[src/rtl/mt_issue_pkg.sv]
package mt_issue_pkg;
  localparam int unsigned MAX_THR = 8;
  localparam int unsigned TID_W   = $clog2(MAX_THR);

  typedef logic [TID_W-1:0] tid_t;

  typedef struct packed {
    logic vld;
    tid_t tid;
  } tok_t;
endpackage

[src/rtl/mt_rr_slot.sv]
module mt_rr_slot
  import mt_issue_pkg::*;
#(
  parameter int unsigned NUM_THR = 8
) (
  input  logic clk_i,
  input  logic rst_ni,
  output tid_t slot_o
);
  localparam tid_t LAST = tid_t'(NUM_THR - 1);

  tid_t slot_q;

  always_ff @(posedge clk_i or negedge rst_ni) begin
    if (!rst_ni)             slot_q <= '0;
    else if (slot_q == LAST) slot_q <= '0;
    else                     slot_q <= slot_q + 1'b1;
  end

  assign slot_o = slot_q;

  AST_SLOT_STEP: assert property (@(posedge clk_i) disable iff (!rst_ni)
    (slot_q != LAST) |=> (slot_q == $past(slot_q) + 1'b1));
  AST_SLOT_WRAP: assert property (@(posedge clk_i) disable iff (!rst_ni)
    (slot_q == LAST) |=> (slot_q == '0));
endmodule

[src/rtl/mt_mem_pend.sv]
module mt_mem_pend
  import mt_issue_pkg::*;
#(
  parameter int unsigned NUM_THR = 8
) (
  input  logic               clk_i,
  input  logic               rst_ni,
  input  logic               set_vld_i,
  input  tid_t               set_tid_i,
  input  logic               clr_vld_i,
  input  tid_t               clr_tid_i,
  output logic [NUM_THR-1:0] pend_o
);
  logic [NUM_THR-1:0] pend_q;

  for (genvar t = 0; t < NUM_THR; t++) begin : g_thr
    logic set_hit, clr_hit;
    assign set_hit = set_vld_i && (set_tid_i == tid_t'(t));
    assign clr_hit = clr_vld_i && (clr_tid_i == tid_t'(t));

    always_ff @(posedge clk_i or negedge rst_ni) begin
      if (!rst_ni)      pend_q[t] <= 1'b0;
      else if (set_hit) pend_q[t] <= 1'b1;
      else if (clr_hit) pend_q[t] <= 1'b0;
    end

    AST_PEND_HOLD: assert property (@(posedge clk_i) disable iff (!rst_ni)
      (pend_q[t] && !clr_hit) |=> pend_q[t]);
    AST_NO_SET_WHILE_PEND: assert property (@(posedge clk_i) disable iff (!rst_ni)
      set_hit |-> !pend_q[t]);
  end

  assign pend_o = pend_q;
endmodule

[src/rtl/mt_tok_pipe.sv]
module mt_tok_pipe
  import mt_issue_pkg::*;
#(
  parameter int unsigned NUM_THR = 8,
  parameter int unsigned EXE_LAT = 6
) (
  input  logic               clk_i,
  input  logic               rst_ni,
  input  tok_t               tok_i,
  output tok_t               tok_o,
  output logic [NUM_THR-1:0] busy_o
);
  tok_t stg_q [EXE_LAT];

  always_ff @(posedge clk_i or negedge rst_ni) begin
    if (!rst_ni) begin
      for (int k = 0; k < EXE_LAT; k++) stg_q[k] <= '0;
    end else begin
      stg_q[0] <= tok_i;
      for (int k = 1; k < EXE_LAT; k++) stg_q[k] <= stg_q[k-1];
    end
  end

  // a context is busy while any of its tokens sits in a stage
  always_comb begin
    busy_o = '0;
    for (int k = 0; k < EXE_LAT; k++)
      if (stg_q[k].vld) busy_o[stg_q[k].tid] = 1'b1;
  end

  assign tok_o = stg_q[EXE_LAT-1];

  AST_ENTRY_FREE: assert property (@(posedge clk_i) disable iff (!rst_ni)
    tok_i.vld |-> !busy_o[tok_i.tid]);
endmodule

[src/rtl/mt_issue_sched.sv]
module mt_issue_sched
  import mt_issue_pkg::*;
#(
  parameter int unsigned NUM_THR = 8,
  parameter int unsigned EXE_LAT = 6
) (
  input  logic               clk_i,
  input  logic               rst_ni,
  input  logic               idle_i,
  input  logic [NUM_THR-1:0] thr_en_i,
  input  logic [NUM_THR-1:0] thr_rdy_i,
  input  logic [NUM_THR-1:0] thr_mem_i,
  input  logic               wb_valid_i,
  input  tid_t               wb_tid_i,
  output logic               issue_valid_o,
  output tid_t               issue_tid_o,
  output logic               issue_mem_o,
  output logic [NUM_THR-1:0] mem_pend_o,
  output logic               exe_wb_valid_o,
  output tid_t               exe_wb_tid_o
);
  tid_t               slot;
  logic [NUM_THR-1:0] pend;
  logic [NUM_THR-1:0] exe_busy;
  logic               can_issue;
  logic               is_mem;
  tok_t               exe_in, exe_out;

  mt_rr_slot #(.NUM_THR(NUM_THR)) i_slot (
    .clk_i  (clk_i),
    .rst_ni (rst_ni),
    .slot_o (slot)
  );

  assign can_issue = !idle_i && thr_en_i[slot] && thr_rdy_i[slot] && !pend[slot];
  assign is_mem    = can_issue && thr_mem_i[slot];

  mt_mem_pend #(.NUM_THR(NUM_THR)) i_pend (
    .clk_i     (clk_i),
    .rst_ni    (rst_ni),
    .set_vld_i (is_mem),
    .set_tid_i (slot),
    .clr_vld_i (wb_valid_i),
    .clr_tid_i (wb_tid_i),
    .pend_o    (pend)
  );

  assign exe_in.vld = can_issue && !thr_mem_i[slot];
  assign exe_in.tid = slot;

  mt_tok_pipe #(.NUM_THR(NUM_THR), .EXE_LAT(EXE_LAT)) i_pipe (
    .clk_i  (clk_i),
    .rst_ni (rst_ni),
    .tok_i  (exe_in),
    .tok_o  (exe_out),
    .busy_o (exe_busy)
  );

  assign issue_valid_o  = can_issue;
  assign issue_tid_o    = slot;
  assign issue_mem_o    = is_mem;
  assign mem_pend_o     = pend;
  assign exe_wb_valid_o = exe_out.vld;
  assign exe_wb_tid_o   = exe_out.tid;

  AST_ONE_IN_FLIGHT: assert property (@(posedge clk_i) disable iff (!rst_ni)
    issue_valid_o |-> !(exe_busy[issue_tid_o] || mem_pend_o[issue_tid_o]));
  AST_IDLE_QUIET: assert property (@(posedge clk_i) disable iff (!rst_ni)
    idle_i |-> !issue_valid_o);
  AST_EN_GATE: assert property (@(posedge clk_i) disable iff (!rst_ni)
    issue_valid_o |-> thr_en_i[issue_tid_o]);
  AST_MEM_SETS: assert property (@(posedge clk_i) disable iff (!rst_ni)
    (issue_valid_o && issue_mem_o) |=> mem_pend_o[$past(issue_tid_o)]);
  AST_WB_CLEARS: assert property (@(posedge clk_i) disable iff (!rst_ni)
    wb_valid_i |=> !mem_pend_o[$past(wb_tid_i)]);
endmodule

[config.mk]
export PLATFORM = sky130hd
export DESIGN_NAME = mt_issue_sched
export DESIGN_NICKNAME = d
export VERILOG_FILES = /design/src/rtl/mt_issue_pkg.sv /design/src/rtl/mt_rr_slot.sv /design/src/rtl/mt_mem_pend.sv /design/src/rtl/mt_tok_pipe.sv /design/src/rtl/mt_issue_sched.sv
export SDC_FILE = /design/constraint.sdc
export NUM_CORES = 1
export LEC_CHECK = 0
export ABC_CLOCK_PERIOD_IN_PS = 2300
export BUFFER_PORTS_ARGS = -buffer_cell sky130_fd_sc_hd__buf_2
export CAP_MARGIN = 20
export CORE_MARGIN = 3
export CORE_UTILIZATION = 52
export CTS_BUF_LIST = sky130_fd_sc_hd__clkbuf_16
export DETAILED_ROUTE_END_ITERATION = 8
export GPL_TIMING_DRIVEN = 0
export PLACE_DENSITY = 0.8
export SYNTH_ARGS = -nofsm -noshare
export SYNTH_HDL_FRONTEND = slang
export SYNTH_HIERARCHICAL = 1
export SYNTH_SLANG_ARGS = --single-unit
[constraint.sdc]
create_clock -name clk_i -period 2.3 [get_ports clk_i]
set_input_delay 0.46 -clock clk_i [delete_from_list [all_inputs] [get_ports clk_i]]
set_output_delay 0.46 -clock clk_i [all_outputs]
set_load 0.02 [all_outputs]
; Word-level counts from Yosys, hierarchy flattened
; Index checks and enable logic that the tools add are counted.
[word_totals]
regBits = 35
input_bits = 31
output_inout_bits = 17
wordCells = 96
[op_classes]
n_addsub = 1
order_cmp = 1
n_eq_ne = 14
n_mux = 25
reduce_logical = 34
[op_table]
columns = cell, count
row1 = $eq A3 B3 Y1 const B, 8
row2 = $logic_and A1 B1 Y1, 21
row3 = $mux W1, 20
row4 = $reduce_bool A2 Y1, 8
row5 = $bmux W1 S3, 4
row6 = $eq A3 B2 Y1 const B, 4
row7 = $eq A3 B1 Y1 const B, 2
row8 = $logic_not A3 Y1, 2
row9 = $lt A3 B4 Y1 const B, 1
row10 = $add A3 B1 Y3 const B, 1
row11 = $logic_not A1 Y1, 3
row12 = $mux W3, 1

; Logic depth before layout (Yosys ltp)
; Gate-level depths: netlist (run 1).
[depth]
word_depth = 8
ltp_mapped = 7
depth_no_buf = 6

; Cells and area by module
; Netlist (run 1), hierarchy kept.
[by_module_without_submodules]
columns = mod, instances, cells_each, area_per_inst_um2, seq_area_each_um2
row1 = mt_tok_pipe, 1, 93, 1077.3, 600.6
row2 = mt_mem_pend, 1, 30, 381.6, 200.2
row3 = mt_issue_sched, 1, 21, 229.0, 0.0
row4 = mt_rr_slot, 1, 6, 103.8, 75.1

; Least setup slack after synthesis (run 1)
; Ideal clock, no wire load.
[synth_timing]
path_type = register to register
start = register i_slot.slot_q[0] (netlist: i_slot/slot_o[0])
end = register i_pend.pend_q[3] (netlist: i_pend/pend_o[3])
setup_time_ns = 0.068
arrival_ns = 2.260
required_ns = 2.232
path_slack_ns = -0.028
path_stages_with_launch = 8
n_path_buf = 1
period_less_slack_ns = 2.328
cell_sequence = dfrtp_1 buf_6 nand4bb_2 a311oi_1 a22oi_2 nor2_1 nor2b_1 a32o_1
[synth_between]
elab_chain_cells = 8
elab_cells_between_ends = 17
classes_between = eq/ne: 1 / mux: 9 / reduce/logical: 7
[synth_rtl]
columns = item, line_no
row1 = start: declaration, mt_rr_slot.sv:12  ; tid_t slot_q;
row2 = start signal: assignment, mt_rr_slot.sv:17  ; else slot_q <= slot_q + 1'b1;
row3 = $bmux W1 S3, mt_issue_sched.sv:35  ; assign can_issue = !idle_i && thr_en_i[slot] && thr_rdy_i[slot] && !pend[slot];
row4 = $mux W1 (implied by the code), mt_issue_sched.sv:35
row5 = $logic_and A1 B1 Y1 (3 in series), mt_issue_sched.sv:35
row6 = $logic_and A1 B1 Y1 (*), mt_issue_sched.sv:36  ; assign is_mem = can_issue && thr_mem_i[slot];
row7 = net issue_mem_o, mt_issue_sched.sv:17  ; output logic issue_mem_o,
row8 = $logic_and A1 B1 Y1 (*), mt_mem_pend.sv:18  ; assign set_hit = set_vld_i && (set_tid_i == tid_t'(t));
row9 = $mux W1 / $reduce_bool A2 Y1 (equally long branches), -
row10 = end signal: indexed assignment, mt_mem_pend.sv:22  ; if (!rst_ni) pend_q[t] <= 1'b0;
row11 = end signal: indexed assignment, mt_mem_pend.sv:23  ; else if (set_hit) pend_q[t] <= 1'b1;
row12 = end signal: indexed assignment, mt_mem_pend.sv:24  ; else if (clr_hit) pend_q[t] <= 1'b0;
row13 = end: declaration, mt_mem_pend.sv:14  ; logic [NUM_THR-1:0] pend_q;
; Mark *: on every way through the listed nets, which the timed path passes. The rest lies on a longest branch. The select of a mux whose other input is x is not followed.
; A chain may end at the register's enable or synchronous reset.

; Worst setup path in the final report (run 1)
[layout_timing]
start = register i_slot.slot_q[0] (netlist: i_slot/slot_o[0])
end = output port issue_mem_o
[layout_between]
elab_chain_cells = 6
elab_cells_between_ends = 13
classes_between = mux: 8 / reduce/logical: 5
[layout_rtl]
columns = item, line_no
row1 = $bmux W1 S3, mt_issue_sched.sv:35
row2 = $mux W1 (implied by the code), mt_issue_sched.sv:35
row3 = $logic_and A1 B1 Y1 (3 in series), mt_issue_sched.sv:35
row4 = $logic_and A1 B1 Y1 (*), mt_issue_sched.sv:36
row5 = end: declaration, mt_issue_sched.sv:17
; Mark *: on every way between the ends. The rest lies on a longest branch, timed or not. The select of a mux whose other input is x is not followed.

==> key figures, run 1 <==
Run status
  – Status: complete, but fails checks
  – Failing checks: negative setup slack

Critical path
  – Crit. End Element: primary output
  – Max FO, Critical Path: 5
  – CP max stage cell: dfrtp_2
  – Most common cell on crit path: buf_6
  – Crit-path max cell delay: 0.41 ns
  – Setup CP Type: register to primary output
  – Data required, critical path: between 1.5 and 2 ns
  – Cell Chain, Critical Path: buf_6, and4b_2, or3_4, a22oi_2, nor2_4, buf_6
  – Critical Path Source Type: register
  – Arr. time, crit path: 1.90 ns

Global route
  – Overflow left after global routing: 0
  – Antenna violations before repair: 0
  – Largest net degree at the start of global routing: 36
  – Busiest grt layer: met2
  – GR Layer Usage met1: 28.0%
  – Global-route wire length before repair: 5150 um
  – Total track usage: between 20 and 25%
  – Vias in the first global route: 1045
  – M3 GR Usage: between 7 and 8%
  – Met2 Use GR: 36.0%

STA
  – Slew HR: between 50% and 60%
  – Clock Skews: 0.00433 ns
  – Final setup viols: 2
  – Fmax: 424 MHz
  – Fin crit share: 102%
  – Slew @ Worst Pin: ~0.73 ns
  – Fin Hold WS: 0.241 ns
  – RSZ-0062 raised after global routing: yes
  – Max-slew violations: 0
  – Total negative slack: -0.106 ns
  – Min Tclk post-route: 2.36 ns
  – Slack of the critical path: -0.0568 ns
  – Final Hold Fails: 0

Finish
  – NumNets Final: 180
  – Layout cell share with drive strength beyond 1: 53.4%
  – Most frequent cells in the layout: buf_2 (45), dfrtp_1 (34), buf_4 (11)
  – Layout area overhead: 38.8%
  – Most common cell after layout, fill and taps aside: buf_2
  – Antenna Diode Count: 0

CTS
  – CTS tree: done
  – Num CTS Buffers: 5
  – Post-cts hold buffer count: 0
  – Worst-path clk slew: 0.05 ns
  – Root buffer cell: clkbuf_16
  – Worst-skew pair later-pin latency: 0.27 ns
  – CTS Sinks: 35
  – H-tree Lvls: 2
  – Maximum buffer depth of the clock tree: 2

Floorplanning
  – Die height: approximately 57 um
  – Die width: 56.9 um
  – Std cell rows: 17
  – Initial core utilization: 57.5%
  – IO Count: between 40 and 50
  – Die area: 3230 um^2
  – Core Area: around 2300 um^2

Synth
  – Synthesized netlist net count: 118
  – Mapped Cells: 85
  – Netlist Area Pre-Place: around 1300 um^2
  – Synth Area per Inst: 15.8 um^2
  – Yosys Warn Count: 6

Pwr
  – Cell leakage power: between 0.0009 and 0.001 uW
  – Power Density: between 700 and 800 nW/um^2
  – Worst VDD drop: ~0.74 mV

Placed design
  – I/O Buffers: 47
  – GPL Wtd Cong: 0.801
  – DP HPWL: 2000 um

Routing
  – Vias per inst: 5.71
  – Vias: 1005
  – WL/cell: 18.4 um
  – DRC viols: 0
  – Post-DRT Antenna Nets: 0
  – Pre-Repair DR Iteration Count: 4
  – Final WL: 3240 um
  – Initial drt markers: 36

Hold path
  – HP Class: primary input to asynchronous set/reset pin

Job
  – Max-cap violations: 0
## critical path: cells and delay by family (launching register included)
family / cells / cell delay [ns]
buffers and inverters: 2 / 0.27
AOI/OAI and AO/OA: 1 / 0.33
DFF: 1 / 0.41
and+or+nand+nor: 3 / 0.61
## power breakdown
part           internal, uW  leakage (uW)  total (uW)  switching [uW]
clock network           390     0.0000762         617             227
logic                  57.0      0.000407         118            60.9
registers               631      0.000434         642            11.2
## stage by stage
stage	util, %	setup slack (ns)	instance area [um^2]	instances	total power, uW
floorplan	-	0.116	1350	85	696
global placement	69.1	-0.0424	1620	160	754
detailed placement	69.1	-0.0568	1620	160	758
CTS	78.9	-0.0192	1850	174	1380
global route	79.8	-0.130	1870	176	1430
finish	79.8	-0.0568	1870	176	1380
## flip-flops by register name, summed over array words and instances (netlist names)
| name | count |
|---|---|
| i_slot/slot_o | 3 |
| i_pipe/stg_q | 20 |
| i_pipe/tok_o | 4 |
| i_pend/pend_o | 8 |
## worst paths after layout
path                                   from  slack [ns]               end  depth (start not counted)
max in group asynchronous            rst_ni        1.55  i_slot/slot_o[0]                          1
setup / recovery           i_slot/slot_o[0]       -0.06       issue_mem_o                          6
min in group clk_i         i_pipe/stg_q[16]        0.34  i_pipe/stg_q[12]                          0
hold reg to reg            i_pipe/stg_q[16]        0.34  i_pipe/stg_q[12]                          0
setup reg to reg           i_slot/slot_o[0]        0.06  i_pend/pend_o[3]                          8
hold / removal                       rst_ni        0.24  i_pipe/stg_q[15]                          1
## cell type report
class                      instances  area (um^2)
sequential                        35          877
multi-input combinational         43          457
buffer                             4         30.0
clock inverter                     3         12.5
fill                             143          473
clock buffer                       5          125
tap                               28         35.0
timing repair buffer              56          323
inverter                           2         7.51
## layer usage
layer	vias to the layer above	part of all wire [%]
met4	0	0.89
met3	2	7.4
met5	-	0
li1	446	-
met1	507	40
met2	50	51
## timing repair
item                       CTS  global route
setup endpoints to repair    3             2
buffers inserted             7             2
resized for setup           14             2
pin swaps                    3             2
(Power assumes the default switching activity.)
==> inputs of run 2 (changes only) <==
ABC_AREA = 1   (was not set)
CORE_UTILIZATION = 53   (was 52)
PLACE_DENSITY = 0.79   (was 0.8)
==> key figures, run 2 <==
CTS
  – Worst-skew pair later-pin latency: 0.27 ns (about the same)
  – Worst-path clk slew: 0.05 ns (about the same)
  – Maximum buffer depth of the clock tree: 2 (unchanged)
  – H-tree Lvls: 2 (unchanged)
  – CTS tree: done
  – Num CTS Buffers: 5 (unchanged)
  – CTS Sinks: 35 (unchanged)
  – Root buffer cell: clkbuf_16

Pwr
  – Combinational fraction of design power: 7.6% (-1.0 points)
  – Clock power frac: 49.3% (+4.5 points)
  – NetSw: 313 uW (+4.6%)
  – Power Density: 786 nW/um^2 (+6.6%)
  – Worst VDD drop: 0.802 mV (+7.7%)
  – Reg power frac: 43.1% (-3.5 points)
  – Cell leakage power: 0.00107 uW (+16%)
  – P_int: 1180 uW (+9.4%)
  – Switching Share: 21.0% (-0.76 points)

Finish
  – Max FFs per register: 20 (unchanged)
  – Post-route insts no fill: 245 (+39%)
  – Finished layout cell area: 1900 um^2 (+1.7%)
  – Antenna Diode Count: 0 (unchanged)
  – NumNets Final: 248 (+38%)
  – Layout cell share with drive strength beyond 1: 33.0% (-20 points)
  – Most frequent cells in the layout: nand2_1 (58), buf_2 (46), dfrtp_1 (33)
  – Layout area overhead: 32.3%
  – Most common cell after layout, fill and taps aside: nand2_1
  – Reg with most FFs: i_pipe/stg_q

Synth
  – Synthesized netlist net count: 192 (+63%)
  – Mapped Cells: 159 (+87%)
  – Netlist Area Pre-Place: 1440 um^2 (+6.7%)
  – Synth Area per Inst: 9.03 um^2 (-43%)
  – Yosys Warn Count: 6 (unchanged)

Run status
  – Status: finished, final reports clean

Routing
  – Initial drt markers: 65 (+81%)
  – Vias per inst: 5.04 (-12%)
  – Vias: 1234 (+23%)
  – WL/cell: 12.6 um (-31%)
  – DRC viols: 0 (unchanged)
  – Post-DRT Antenna Nets: 0 (unchanged)
  – Final WL: 3100 um (-4.5%)
  – Pre-Repair DR Iteration Count: 4 (unchanged)

STA
  – Min Tclk post-route: 2.14 ns (-0.219 ns)
  – Total negative slack: 0 ns (+0.106 ns)
  – Slew HR: 51.4% (about the same)
  – RSZ-0062 raised after global routing: no
  – Final setup viols: 0 (-2)
  – Slew @ Worst Pin: 0.728 ns (-0.000613 ns)
  – Slack of the critical path: 0.162 ns (+0.219 ns)
  – Fmax: 468 MHz (+10%)
  – Final Hold Fails: 0 (unchanged)
  – Fin crit share: 93.0% (-9.5 points)
  – Clock Skews: 0.00186 ns (-0.00247 ns)
  – Fin Hold WS: 0.245 ns (+0.00399 ns)
  – Max-slew violations: 0 (unchanged)

Critical path
  – CP max stage cell: dfrtp_2
  – Crit. End Element: primary output
  – Data required, critical path: 1.84 ns (about the same)
  – Setup CP Type: register to primary output
  – Arr. time, crit path: 1.68 ns (-0.22 ns)
  – Max FO, Critical Path: 10 (+5)
  – Critical Path Source Type: register
  – Cell Chain, Critical Path: inv_2, buf_6, nand2_1, nand2_1, nand3_1, nand3_1, nand3_2, nor2_4, buf_4
  – Crit-path max cell delay: 0.43 ns (+0.02 ns)

Floorplanning
  – Die height: 58.0 um (+2.1%)
  – Die width: 58.0 um (+2.1%)
  – Die area: 3370 um^2 (+4.2%)
  – Std cell rows: 18 (+1)
  – IO Count: 48 (unchanged)
  – Initial core utilization: 56.9% (-0.59 points)
  – Core Area: 2520 um^2 (+7.8%)

Global route
  – Largest net degree at the start of global routing: 36 (unchanged)
  – Overflow left after global routing: 0 (unchanged)
  – Antenna violations before repair: 0 (unchanged)
  – Vias in the first global route: 1188 (+14%)
  – Global-route wire length before repair: 5140 um (-0.27%)
  – Total track usage: 20.9% (-1.6 points)

Placed design
  – Placed Instances: 236 (+48%)
  – I/O Buffers: 47 (unchanged)
  – Setup WS pre-CTS: 0.134 ns (+0.190 ns)
  – GPL Wtd Cong: 0.864 (+7.9%)
  – DP HPWL: 2110 um (+5.7%)
  – Placed Area: 1710 um^2 (+5.6%)

Job
  – Max-cap violations: 0 (unchanged)

Hold path
  – HP Class: primary input to asynchronous set/reset pin
run 2: per-stage QoR:
step / util (%) / total power, uW
6_report: 75.2 / 1490
5_1_grt: 75.2 / 1550
4_1_cts: 74.9 / 1510
3_5_place_dp: 67.7 / 764
3_3_place_gp: 67.7 / 760
2_1_floorplan: - / 703
run 2: layout make-up:
cell class / instances / area [um^2]
plain buffers: 6 / 48.8
clock buffers: 5 / 125
clock inverters: 2 / 37.5
fillers: 181 / 624
inverters: 17 / 63.8
multi-input cells: 101 / 454
flip-flops and latches: 35 / 878
well taps: 30 / 37.5
repair buffers: 49 / 253
run 2: critical path, delay by kind of cell, from the launching register on:
kind                   cells  cell delay [ns]
AND/OR/NAND/NOR            6             0.55
flip-flops                 1             0.43
buffers and inverters      3             0.41
run 2: worst paths after layout:
kind / from / end / slack, ns / cells after the start
worst max-delay path: i_slot/slot_o[0] / issue_mem_o / 0.16 / 9
worst min-delay path: rst_ni / i_pipe/tok_o[2] / 0.25 / 1
worst max register to register: i_slot/slot_o[0] / i_pend/pend_o[1] / 0.52 / 12
worst min register to register: i_pipe/stg_q[16] / i_pipe/stg_q[12] / 0.34 / 0
max in group asynchronous: rst_ni / i_slot/slot_o[1] / 1.55 / 1
min in group clk_i: i_pipe/stg_q[16] / i_pipe/stg_q[12] / 0.34 / 0
run 2: layer usage:
metal | part of all wire, % | wire (um) | global-route usage [%]
met2 | 52 | 1610 | 34.4
met1 | 39 | 1210 | 25.3
met5 | 0 | 0 | 0
met4 | 2.2 | 68 | 9.93
met3 | 6.7 | 209 | 6.01
run 2: repair_timing:
item / CTS / global route
endpoints found under the setup margin: 1 / 1
gates resized for setup: 2 / 4
setup buffers: 2 / 0
pin swaps: 0 / 0
hold buffers: 0 / 0
run 2: power groups by stage:
stage / Clock (uW) / Sequential (uW) / Combinational (uW)
floorplan: 0 / 666 / 37.1
global placement: 0 / 652 / 108
detailed placement: 0 / 653 / 111
CTS: 754 / 643 / 113
global route: 780 / 644 / 127
finish: 736 / 643 / 113
